**config.mk**
```make
export PLATFORM = sky130hd
export DESIGN_NAME = sdram_init_seq
export DESIGN_NICKNAME = d
export VERILOG_FILES = /design/src/rtl/sdi_pkg.sv /design/src/rtl/sdi_idle_timer.sv /design/src/rtl/sdi_refresh_timer.sv /design/src/rtl/sdi_win_decode.sv /design/src/rtl/sdram_init_seq.sv
export SDC_FILE = /design/constraint.sdc
export NUM_CORES = 1
export LEC_CHECK = 0
export ABC_CLOCK_PERIOD_IN_PS = 5900
export BUFFER_PORTS_ARGS = -buffer_cell sky130_fd_sc_hd__buf_2
export CORE_ASPECT_RATIO = 1.25
export CORE_UTILIZATION = 56
export DETAILED_ROUTE_END_ITERATION = 10
export PLACE_DENSITY = 0.81
export SLEW_MARGIN = 20
export SYNTH_ARGS = -nofsm -noshare
export SYNTH_HDL_FRONTEND = slang
export SYNTH_SLANG_ARGS = --single-unit
```
**constraint.sdc**
```tcl
create_clock -name clk -period 5.9 [get_ports clk]
set_input_delay 0.885 -clock clk [delete_from_list [all_inputs] [get_ports clk]]
set_output_delay 0.885 -clock clk [all_outputs]
set_load 0.01 [all_outputs]
```
**src/rtl/sdi_pkg.sv**
```systemverilog
package sdi_pkg;
  typedef enum logic [2:0] {
    ST_IDLE_WAIT,
    ST_READY_PALL,
    ST_REFRESHING,
    ST_READY_MRS,
    ST_DONE
  } sdi_state_t;

  typedef enum logic [1:0] {
    CMD_NOP,
    CMD_PALL,
    CMD_REF,
    CMD_MRS
  } sdi_cmd_t;
endpackage

```
**src/rtl/sdi_idle_timer.sv**
```systemverilog
module sdi_idle_timer #(
  parameter int CYCLES = 20000
) (
  input  logic clk,
  input  logic rst,
  output logic done
);
  localparam int CW = $clog2(CYCLES + 1);

  logic [CW-1:0] cnt;

  always_ff @(posedge clk) begin
    if (rst) begin
      cnt  <= '0;
      done <= 1'b0;
    end else if (!done) begin
      cnt <= cnt + 1'b1;
      if (cnt == CW'(CYCLES - 1)) done <= 1'b1;
    end
  end
endmodule

```
**src/rtl/sdi_refresh_timer.sv**
```systemverilog
module sdi_refresh_timer #(
  parameter int CMP_W = 16
) (
  input  logic             clk,
  input  logic             rst,
  input  logic             en,
  input  logic [CMP_W-1:0] cmp,
  input  logic             ack,
  output logic             req
);
  logic [CMP_W-1:0] cnt;
  logic             tick;

  assign tick = en && (cnt >= cmp);

  always_ff @(posedge clk) begin
    if (rst) begin
      cnt <= '0;
      req <= 1'b0;
    end else begin
      if (!en || tick) cnt <= '0;
      else             cnt <= cnt + 1'b1;
      // a pending request survives a cycle without acknowledge
      req <= en && (tick || (req && !ack));
    end
  end
endmodule

```
**src/rtl/sdi_win_decode.sv**
```systemverilog
module sdi_win_decode #(
  parameter logic [31:0] WIN_BASE  = 32'hFF90_0000,
  parameter int          SD_ADDR_W = 13
) (
  input  logic [31:0]          addr,
  output logic                 hit,
  output logic                 region,
  output logic [SD_ADDR_W-1:0] mode,
  output logic                 legal
);
  localparam int REG_BIT = 18;
  localparam int TOP_M   = SD_ADDR_W + 2;

  assign hit    = (addr[31:REG_BIT+1] == WIN_BASE[31:REG_BIT+1]);
  assign region = addr[REG_BIT];
  assign mode   = addr[TOP_M-1:2];

  always_comb begin
    legal = (addr[1:0] == 2'b00)
         && (addr[REG_BIT-1:TOP_M] == '0)
         && (mode[2:1] == 2'b01)
         && !mode[3]
         && !mode[6]
         && (mode[5:4] != 2'b00)
         && (mode[SD_ADDR_W-1:7] == '0);
  end
endmodule

```
**src/rtl/sdram_init_seq.sv**
```systemverilog
module sdram_init_seq
  import sdi_pkg::*;
#(
  parameter int          CLK_MHZ   = 100,
  parameter int          IDLE_US   = 200,
  parameter int          REF_MIN   = 8,
  parameter int          CMP_W     = 16,
  parameter int          SD_ADDR_W = 13,
  parameter logic [31:0] WIN_BASE  = 32'hFF90_0000
) (
  input  logic                 clk,
  input  logic                 rst,
  input  logic                 bus_wr,
  input  logic [31:0]          bus_addr,
  input  logic                 bus_byte,
  input  logic                 mrs_sel,
  input  logic [CMP_W-1:0]     ref_interval,
  output logic [1:0]           sd_cs_n,
  output logic                 sd_ras_n,
  output logic                 sd_cas_n,
  output logic                 sd_we_n,
  output logic [SD_ADDR_W-1:0] sd_addr,
  output logic                 init_done,
  output logic                 seq_err
);
  localparam int IDLE_CYC = IDLE_US * CLK_MHZ;
  localparam int RC_W     = $clog2(REF_MIN + 1);

  sdi_state_t           state, state_n;
  sdi_cmd_t             cmd;
  logic [RC_W-1:0]      ref_cnt, ref_cnt_n;
  logic                 err_n, done_n;
  logic                 idle_done, ref_req, ref_en;
  logic                 hit, region, legal, win;
  logic [SD_ADDR_W-1:0] mode;

  sdi_idle_timer #(.CYCLES(IDLE_CYC)) u_idle (
    .clk(clk), .rst(rst), .done(idle_done)
  );

  sdi_win_decode #(.WIN_BASE(WIN_BASE), .SD_ADDR_W(SD_ADDR_W)) u_dec (
    .addr(bus_addr), .hit(hit), .region(region), .mode(mode), .legal(legal)
  );

  assign ref_en = (state == ST_REFRESHING) || (state == ST_READY_MRS) || (state == ST_DONE);

  sdi_refresh_timer #(.CMP_W(CMP_W)) u_ref (
    .clk(clk), .rst(rst), .en(ref_en), .cmp(ref_interval),
    .ack(cmd == CMD_REF), .req(ref_req)
  );

  assign win = bus_wr && bus_byte && hit;

  always_comb begin
    cmd       = CMD_NOP;
    state_n   = state;
    ref_cnt_n = ref_cnt;
    err_n     = seq_err;
    done_n    = init_done;
    if (state == ST_IDLE_WAIT && idle_done) state_n = ST_READY_PALL;
    if (win) begin
      if (state == ST_IDLE_WAIT) begin
        err_n = 1'b1;
      end else if (!mrs_sel) begin
        cmd       = CMD_PALL;
        state_n   = ST_REFRESHING;
        ref_cnt_n = '0;
        done_n    = 1'b0;
      end else if ((state == ST_READY_MRS || state == ST_DONE) && legal) begin
        cmd     = CMD_MRS;
        state_n = ST_DONE;
        done_n  = 1'b1;
      end else begin
        err_n = 1'b1;
      end
    end
    // refresh takes the pins only when no window command owns them
    if (cmd == CMD_NOP && ref_req) begin
      cmd = CMD_REF;
      if (ref_cnt < RC_W'(REF_MIN)) ref_cnt_n = ref_cnt + 1'b1;
      if (state == ST_REFRESHING && ref_cnt == RC_W'(REF_MIN - 1)) state_n = ST_READY_MRS;
    end
  end

  always_ff @(posedge clk) begin
    if (rst) begin
      state     <= ST_IDLE_WAIT;
      ref_cnt   <= '0;
      seq_err   <= 1'b0;
      init_done <= 1'b0;
      sd_cs_n   <= 2'b11;
      sd_ras_n  <= 1'b1;
      sd_cas_n  <= 1'b1;
      sd_we_n   <= 1'b1;
      sd_addr   <= '0;
    end else begin
      state     <= state_n;
      ref_cnt   <= ref_cnt_n;
      seq_err   <= err_n;
      init_done <= done_n;
      case (cmd)
        CMD_PALL: begin
          sd_cs_n  <= region ? 2'b01 : 2'b10;
          sd_ras_n <= 1'b0;
          sd_cas_n <= 1'b1;
          sd_we_n  <= 1'b0;
          sd_addr  <= SD_ADDR_W'(1) << 10;
        end
        CMD_REF: begin
          sd_cs_n  <= 2'b00;
          sd_ras_n <= 1'b0;
          sd_cas_n <= 1'b0;
          sd_we_n  <= 1'b1;
          sd_addr  <= '0;
        end
        CMD_MRS: begin
          sd_cs_n  <= region ? 2'b01 : 2'b10;
          sd_ras_n <= 1'b0;
          sd_cas_n <= 1'b0;
          sd_we_n  <= 1'b0;
          sd_addr  <= mode;
        end
        default: begin
          sd_cs_n  <= 2'b11;
          sd_ras_n <= 1'b1;
          sd_cas_n <= 1'b1;
          sd_we_n  <= 1'b1;
          sd_addr  <= '0;
        end
      endcase
    end
  end
endmodule

```
==> impl_metrics.py, run 1 <==
metrics = {
    "logic_synthesis": {
        "synth-edff-count": 0,
        "yosysTopAreaCell": "dfxtp_1",
        "synth_area_um2": 2770,
        "yosysTopAreaCellShare": 0.434,
        "synthFlopType": "dfxtp_1",
        "seq_area_frac_synth": 0.434,
        "ys_types": 53,
        "async_reset_ff_frac": 0,
        "synthTopCellsByArea": "dfxtp_1 43%, ha_1 8.6%, nor2_1 5.6%, xor2_1 4.1%, xnor2_1 3.5%",
        "synthTopCellsByCount": "60 x dfxtp_1, 41 x nor2_1, 24 x inv_1, 24 x nand2_1, 19 x ha_1",
        "netlist_instances": 316,
        "ys.warnings.count": 0,
        "ys_ff_latch": 60,
        "synth_most_common_cell": "dfxtp_1",
        "synth_area_per_cell_um2": 8.77,
    },
    "drt": {
        "drt_wl_total_mm": 5.49,
        "drtAntennaViolNets": 0,
        "route.detailed.wl_per_inst_um": 11.8,
        "drt_pass1_iterations": 4,
        "drc_errors": 0,
        "drt_iter0_drc": 114,
        "vias": 2414,
        "vias_per_cell": 5.18,
    },
    "pwr": {
        "power.density_nw_per_um2": 242,
        "p_leak_nw": 1.48,
        "power_w": 0.000826,
        "ir_drop_mv": 0.197,
    },
    "setup_path": {
        "worst-path-buf-inv": 2,
        "endpoint_kind": "flip-flop",
        "crit_chain": "buf_2, ha_1, nand2b_1, a211oi_1, o21ai_1, a41oi_1, o211ai_1, buf_4, nor2_1",
        "reg2reg_to": "u_ref.cnt[6]",
        "crit_type": "in -> reg",
        "r2r_start": "u_ref.cnt[10]",
        "start_kind": "input port",
        "critPathMaxStageDelay_ns": 0.27,
        "startpoint": "ref_interval[0]",
        "required_ns": 6.17,
        "endpoint": "u_ref.cnt[6]",
        "path_delay_family": "compound AO/OA/AOI/OAI gates",
        "r2r_slack_ns": 3.74,
        "r2r_cells": 8,
        "path_max_fanout": 10,
        "crit_slowest_cell": "ha_1",
        "timing.critical_path.arrival_ns": 2.63,
        "cp.depth": 9,
    },
    "timing": {
        "rsz0062_at_grt": "false",
        "slew_headroom": 0.577,
        "maxSlewViolCount": 0,
        "final-setup-viol-count": 0,
        "skew_ns": 0.00990,
        "worstMarginPinSlew_ns": 0.630,
        "finalSetupTns_ns": 0,
        "min_period_over_period": 0.400,
        "hold_violations": 0,
        "max_freq_mhz": 424,
        "min_period_ns": 2.36,
        "finalWorstSetupSlack_ns": 3.54,
    },
    "clock_network": {
        "cts_hold_buf": 0,
        "clk_path_buf_depth": 2,
        "cts_tree": "done",
        "clk_latency_ns": 0.34,
        "htree_levels": 3,
        "postCtsSetupBuffers": 0,
        "cts_num_sinks": 60,
        "cts_buffers": 9,
        "cts_resized": 0,
        "clk_pin_slew_ns": 0.07,
        "clock-root-buffer": "clkbuf_8",
    },
    "floorplanning": {
        "io_pins": 73,
        "fp.coreArea_um2": 4730,
        "rows": 28,
        "die_area_um2": 5230,
        "fp.dieH_um": 80.6,
        "initial_utilization": 0.586,
        "die_width_um": 64.9,
    },
    "min_path": {
        "hold_path_class": "reg -> reg",
    },
    "global_route": {
        "grt_pass1_wl_mm": 9.38,
        "antenna_found_initial": 0,
        "grt_util_all_layers": 0.236,
        "overflow": 0,
        "grt_max_degree": 33,
        "grt_pass1_vias": 2274,
    },
    "finish": {
        "diodes": 0,
        "syn2layout_area_growth_pct": 23.1,
        "layout-drive-gt1-share": 0.239,
        "finalNetCount": 473,
        "finish.instance_area_um2": 3410,
    },
    "placement": {
        "dp_slack_ns": 2.94,
        "dpl_cell_area_um2": 3200,
        "dp_hpwl_mm": 3.95,
        "portBuffers": 72,
        "finalWeightedCongestion": 0.877,
    },
    "status": {
        "status": "finished clean",
    },
    "run": {
        "cap_viol_max_count": 0,
    },
}
==> placed cells by master (no fill, tap or decap), types with 6 or more instances in the layout <==
cell type	count
and3_1	10
conb_1	8
nand3_1	13
dfxtp_1	60
xor2_1	13
nor2_1	41
nor3_1	7
buf_2	72
nand4_1	6
ha_1	19
inv_1	24
a21oi_1	16
o21ai_0	7
clkbuf_8	11
nand2_1	24
xnor2_1	11
==> worst min path at each step <==
stage	start	endpoint	slack (ns)	cells after the start
6_report	ref_cnt[3]	ref_cnt[3]	0.47	2
5_1_grt	seq_err	seq_err	0.50	2
4_1_cts	ref_cnt[3]	ref_cnt[3]	0.46	2
3_5_place_dp	init_done	init_done	0.46	2
3_3_place_gp	init_done	init_done	0.44	2
2_1_floorplan	u_ref.cnt[0]	u_ref.cnt[0]	0.43	1
==> through the flow <==
step	hold slack [ns]	cells	utilization
2_1_floorplan	0.430	323	-
3_3_place_gp	0.443	449	0.677
3_5_place_dp	0.455	449	0.677
4_1_cts	0.464	465	0.720
5_1_grt	0.503	466	0.721
6_report	0.465	466	0.721
==> where the power goes <==
part | internal, W | switching (W)
Combinational | 0.0000217 | 0.0000199
Sequential | 0.000410 | 0.00000228
Clock | 0.000217 | 0.000155
==> state kept, by name, summed over array words and instances (netlist names) <==
name         flops
seq_err          1
sd_we_n          1
u_ref.req        1
sd_ras_n         1
sd_addr         13
ref_cnt          4
state            3
init_done        1
u_ref.cnt       16
sd_cas_n         1
sd_cs_n          2
u_idle.cnt      15
u_idle.done      1
==> cell families (layout without fill, tap and decap cells) <==
family / Yosys count / in the layout / synth area share
adders and majority gates: 19 / 19 / 0.0858
and+or+nand+nor: 134 / 134 / 0.248
DFF: 60 / 60 / 0.434
other: 1 / 8 / 0.00135
muxes: 2 / 2 / 0.00768
xor gates and xnor gates: 24 / 24 / 0.0759
AOI/OAI and AO/OA: 45 / 45 / 0.103
buffers and inverters: 31 / 114 / 0.0452
==> layer usage <==
metal,vias to the layer above,wire [um],GRT usage,share of wire
met5,-,0,0,0
li1,1238,-,-,-
met3,6,250,0.0625,0.046
met2,56,2860,0.417,0.52
met1,1114,2320,0.252,0.42
met4,0,59,0.131,0.011
==> final cells by class <==
type                       count  area (um2)
sequential                    60        1200
inverter                      25        93.8
clock inverter                 4        47.5
timing repair buffer          73         368
multi-input combinational    232        1470
clock buffer                  12         155
tap                           60        75.1
fill                         388        1320
==> tightest hold or removal path: cells and delay by family (launching register included) <==
family          cells  cell delay, ns
simple gates        1            0.06
flops               1            0.31
compound gates      1            0.05
Note: power is estimated with default switching activity, not from simulation.
==> run 2, diff against run 1 <==
Settings changed: ABC_AREA from default to 1, ABC_CLOCK_PERIOD_IN_PS 5900 to 2280, CORE_UTILIZATION 56 to 54, PLACE_DENSITY 0.81 to 0.77.
Clock period 5.9 ns to 2.28 ns, I/O delays scaled along.
==> run 2 against run 1 <==
  * Via count increased by 19%
  * Routed wire length increased by 17%
  * Sequential cell count unchanged
  * Critical path type is now reg -> reg
==> impl_metrics.py, run 2 <==
metrics = {
    "min_path": {
        "hold_path_class": "in -> reg",
        "whs_endpoint": "sd_addr[0]",
        "min_path_cells": 3,
        "min_from": "bus_addr[2]",
    },
    "timing": {
        "skew_ns": 0.00724,
        "min_period_over_period": 0.833,
        "rsz0062_at_grt": "false",
        "min_period_ns": 1.90,
        "maxSlewViolCount": 0,
        "hold_violations": 0,
        "finalSetupTns_ns": 0,
        "hold_slack_ns": 0.246,
        "final-setup-viol-count": 0,
        "max_freq_mhz": 527,
        "finalWorstSetupSlack_ns": 0.381,
    },
    "logic_synthesis": {
        "synthFlopType": "dfxtp_1",
        "synthTopCellsByArea": "dfxtp_1 38%, nand2_1 11%, inv_1 9.6%, ha_1 7.6%, nor2_1 6.8%",
        "ys.warnings.count": 0,
        "synth_area_per_cell_um2": 7.16,
        "yosysTopAreaCellShare": 0.383,
        "synthTopCellsByCount": "89 x nand2_1, 80 x inv_1, 60 x dfxtp_1",
        "ys_ff_latch": 60,
        "ys_types": 33,
        "synth-edff-count": 0,
        "netlist_instances": 438,
        "async_reset_ff_frac": 0,
        "synth_most_common_cell": "nand2_1",
        "seq_area_frac_synth": 0.383,
        "synth_area_um2": 3130,
        "yosysTopAreaCell": "dfxtp_1",
    },
    "floorplanning": {
        "io_pins": 73,
        "fp.dieH_um": 87.2,
        "die_width_um": 70.1,
        "fp.coreArea_um2": 5520,
        "die_area_um2": 6110,
        "rows": 30,
        "initial_utilization": 0.568,
    },
    "global_route": {
        "gr-usage-met2": 0.404,
        "grt_pass1_wl_mm": 10.7,
        "grt_util_all_layers": 0.220,
        "grt_max_degree": 21,
        "antenna_found_initial": 0,
        "met1_usage": 0.238,
        "overflow": 0,
        "busiest_layer": "met2",
        "grt_use_met3": 0.0544,
        "grt_pass1_vias": 2659,
    },
    "finish": {
        "largest_reg_flops": 16,
        "diodes": 0,
        "layout-drive-gt1-share": 0.208,
        "largest-register": "u_ref.cnt",
        "reg_top3": "u_ref.cnt: 16 flops, u_idle.cnt: 15 flops, sd_addr: 13 flops",
        "fin_util": 0.685,
        "final_cell_mix": "89 x nand2_1, 80 x inv_1, 72 x buf_2",
        "final_common_cell": "nand2_1",
        "syn2layout_area_growth_pct": 20.6,
        "finalNetCount": 598,
    },
    "clock_network": {
        "cts_tree": "done",
        "postCtsSetupBuffers": 0,
        "clk_path_buf_depth": 2,
        "htree_levels": 3,
        "cts_hold_buf": 0,
        "cts_resized": 0,
        "clock-root-buffer": "clkbuf_8",
        "cts_buffers": 9,
        "clk_pin_slew_ns": 0.07,
        "clk_latency_ns": 0.34,
        "cts_num_sinks": 60,
    },
    "setup_path": {
        "path_max_fanout": 16,
        "r2r_start": "u_ref.cnt[9]",
        "reg2reg_to": "u_ref.cnt[9]",
        "r2r_slack_ns": 0.38,
        "crit_type": "reg -> reg",
        "endpoint_kind": "flip-flop",
        "r2r_cells": 6,
        "timing.critical_path.arrival_ns": 2.15,
        "start_kind": "flip-flop",
        "required_ns": 2.53,
    },
    "drt": {
        "vias": 2863,
        "drt_iter0_drc": 104,
        "drt_pass1_iterations": 4,
        "drc_errors": 0,
        "drt_wl_total_mm": 6.43,
        "drtAntennaViolNets": 0,
        "route.detailed.wl_per_inst_um": 10.8,
        "vias_per_cell": 4.82,
    },
    "placement": {
        "finalWeightedCongestion": 0.889,
        "portBuffers": 72,
        "dp_hpwl_mm": 4.97,
        "dp_slack_ns": 0.316,
    },
    "pwr": {
        "p_leak_nw": 1.77,
        "ir_drop_mv": 0.481,
        "power.density_nw_per_um2": 557,
    },
    "run": {
        "cap_viol_max_count": 0,
    },
    "status": {
        "status": "finished clean",
    },
}
==> run 2: changes by cell type in the layout (fill, tap and decap cells not counted), sizes merged, moves of 10 or more <==
cell,change
nand2,+70
inv,+57
nor2,+22
a21oi,+15
and3,-10
==> run 2: per-stage QoR <==
step	area, um2	std cells	power (W)
after detailed placement	3600	579	0.00122
after floorplan	3160	445	0.00115
final	3780	594	0.00211
after global routing	3780	594	0.00219
after CTS	3780	594	0.00213
after global placement	3600	579	0.00121
==> run 2: critical path, cell delays in order (launching register included) <==
cell     delay, ns
dfxtp_1       0.40
ha_1          0.27
a21oi_1       0.15
o21ai_0       0.10
a21oi_1       0.22
nand4_2       0.41
a21oi_1       0.27
==> run 2: worst max-delay path by stage <==
stage,from,to,slack [ns],cells past startpoint
detailed placement,ref_interval[9],u_ref.cnt[9],0.32,8
CTS,u_ref.cnt[9],u_ref.cnt[5],0.42,6
global route,u_ref.cnt[9],u_ref.cnt[9],0.24,6
floorplan,ref_interval[15],u_ref.cnt[13],0.67,10
finish,u_ref.cnt[9],u_ref.cnt[9],0.38,6
global placement,ref_interval[15],u_ref.cnt[15],0.34,10
==> run 2: where the power goes <==
part           leakage [nW]  internal, W  total, W  switching, W
sequential            0.487      0.00106   0.00107    0.00000552
clock                0.0935     0.000528  0.000913      0.000385
combinational          1.19    0.0000615  0.000129     0.0000672
total                  1.77      0.00165   0.00211      0.000457
==> run 2: final cells by class <==
type | instances | area (um2)
flip-flops and latches | 60 | 1200
well taps | 64 | 80.1
multi-input cells | 300 | 1640
fillers | 486 | 1740
repair buffers | 74 | 375
clock buffers | 13 | 149
inverters | 81 | 304
clock inverters | 2 | 35.0
==> run 2: metal layers <==
metal	routed length, um	share of wire
met4	141	0.022
met5	0	0
met1	2870	0.45
met3	282	0.044
met2	3140	0.49
==> run 2: cells by family after synthesis <==
kind of cell / share of synthesized area
AND/OR/NAND/NOR: 0.314
XOR/XNOR: 0.0419
other: 0.00120
adder cells (fa/ha/maj): 0.0758
buffers and inverters: 0.103
AO/OA/AOI/OAI: 0.0810
flip-flops: 0.383
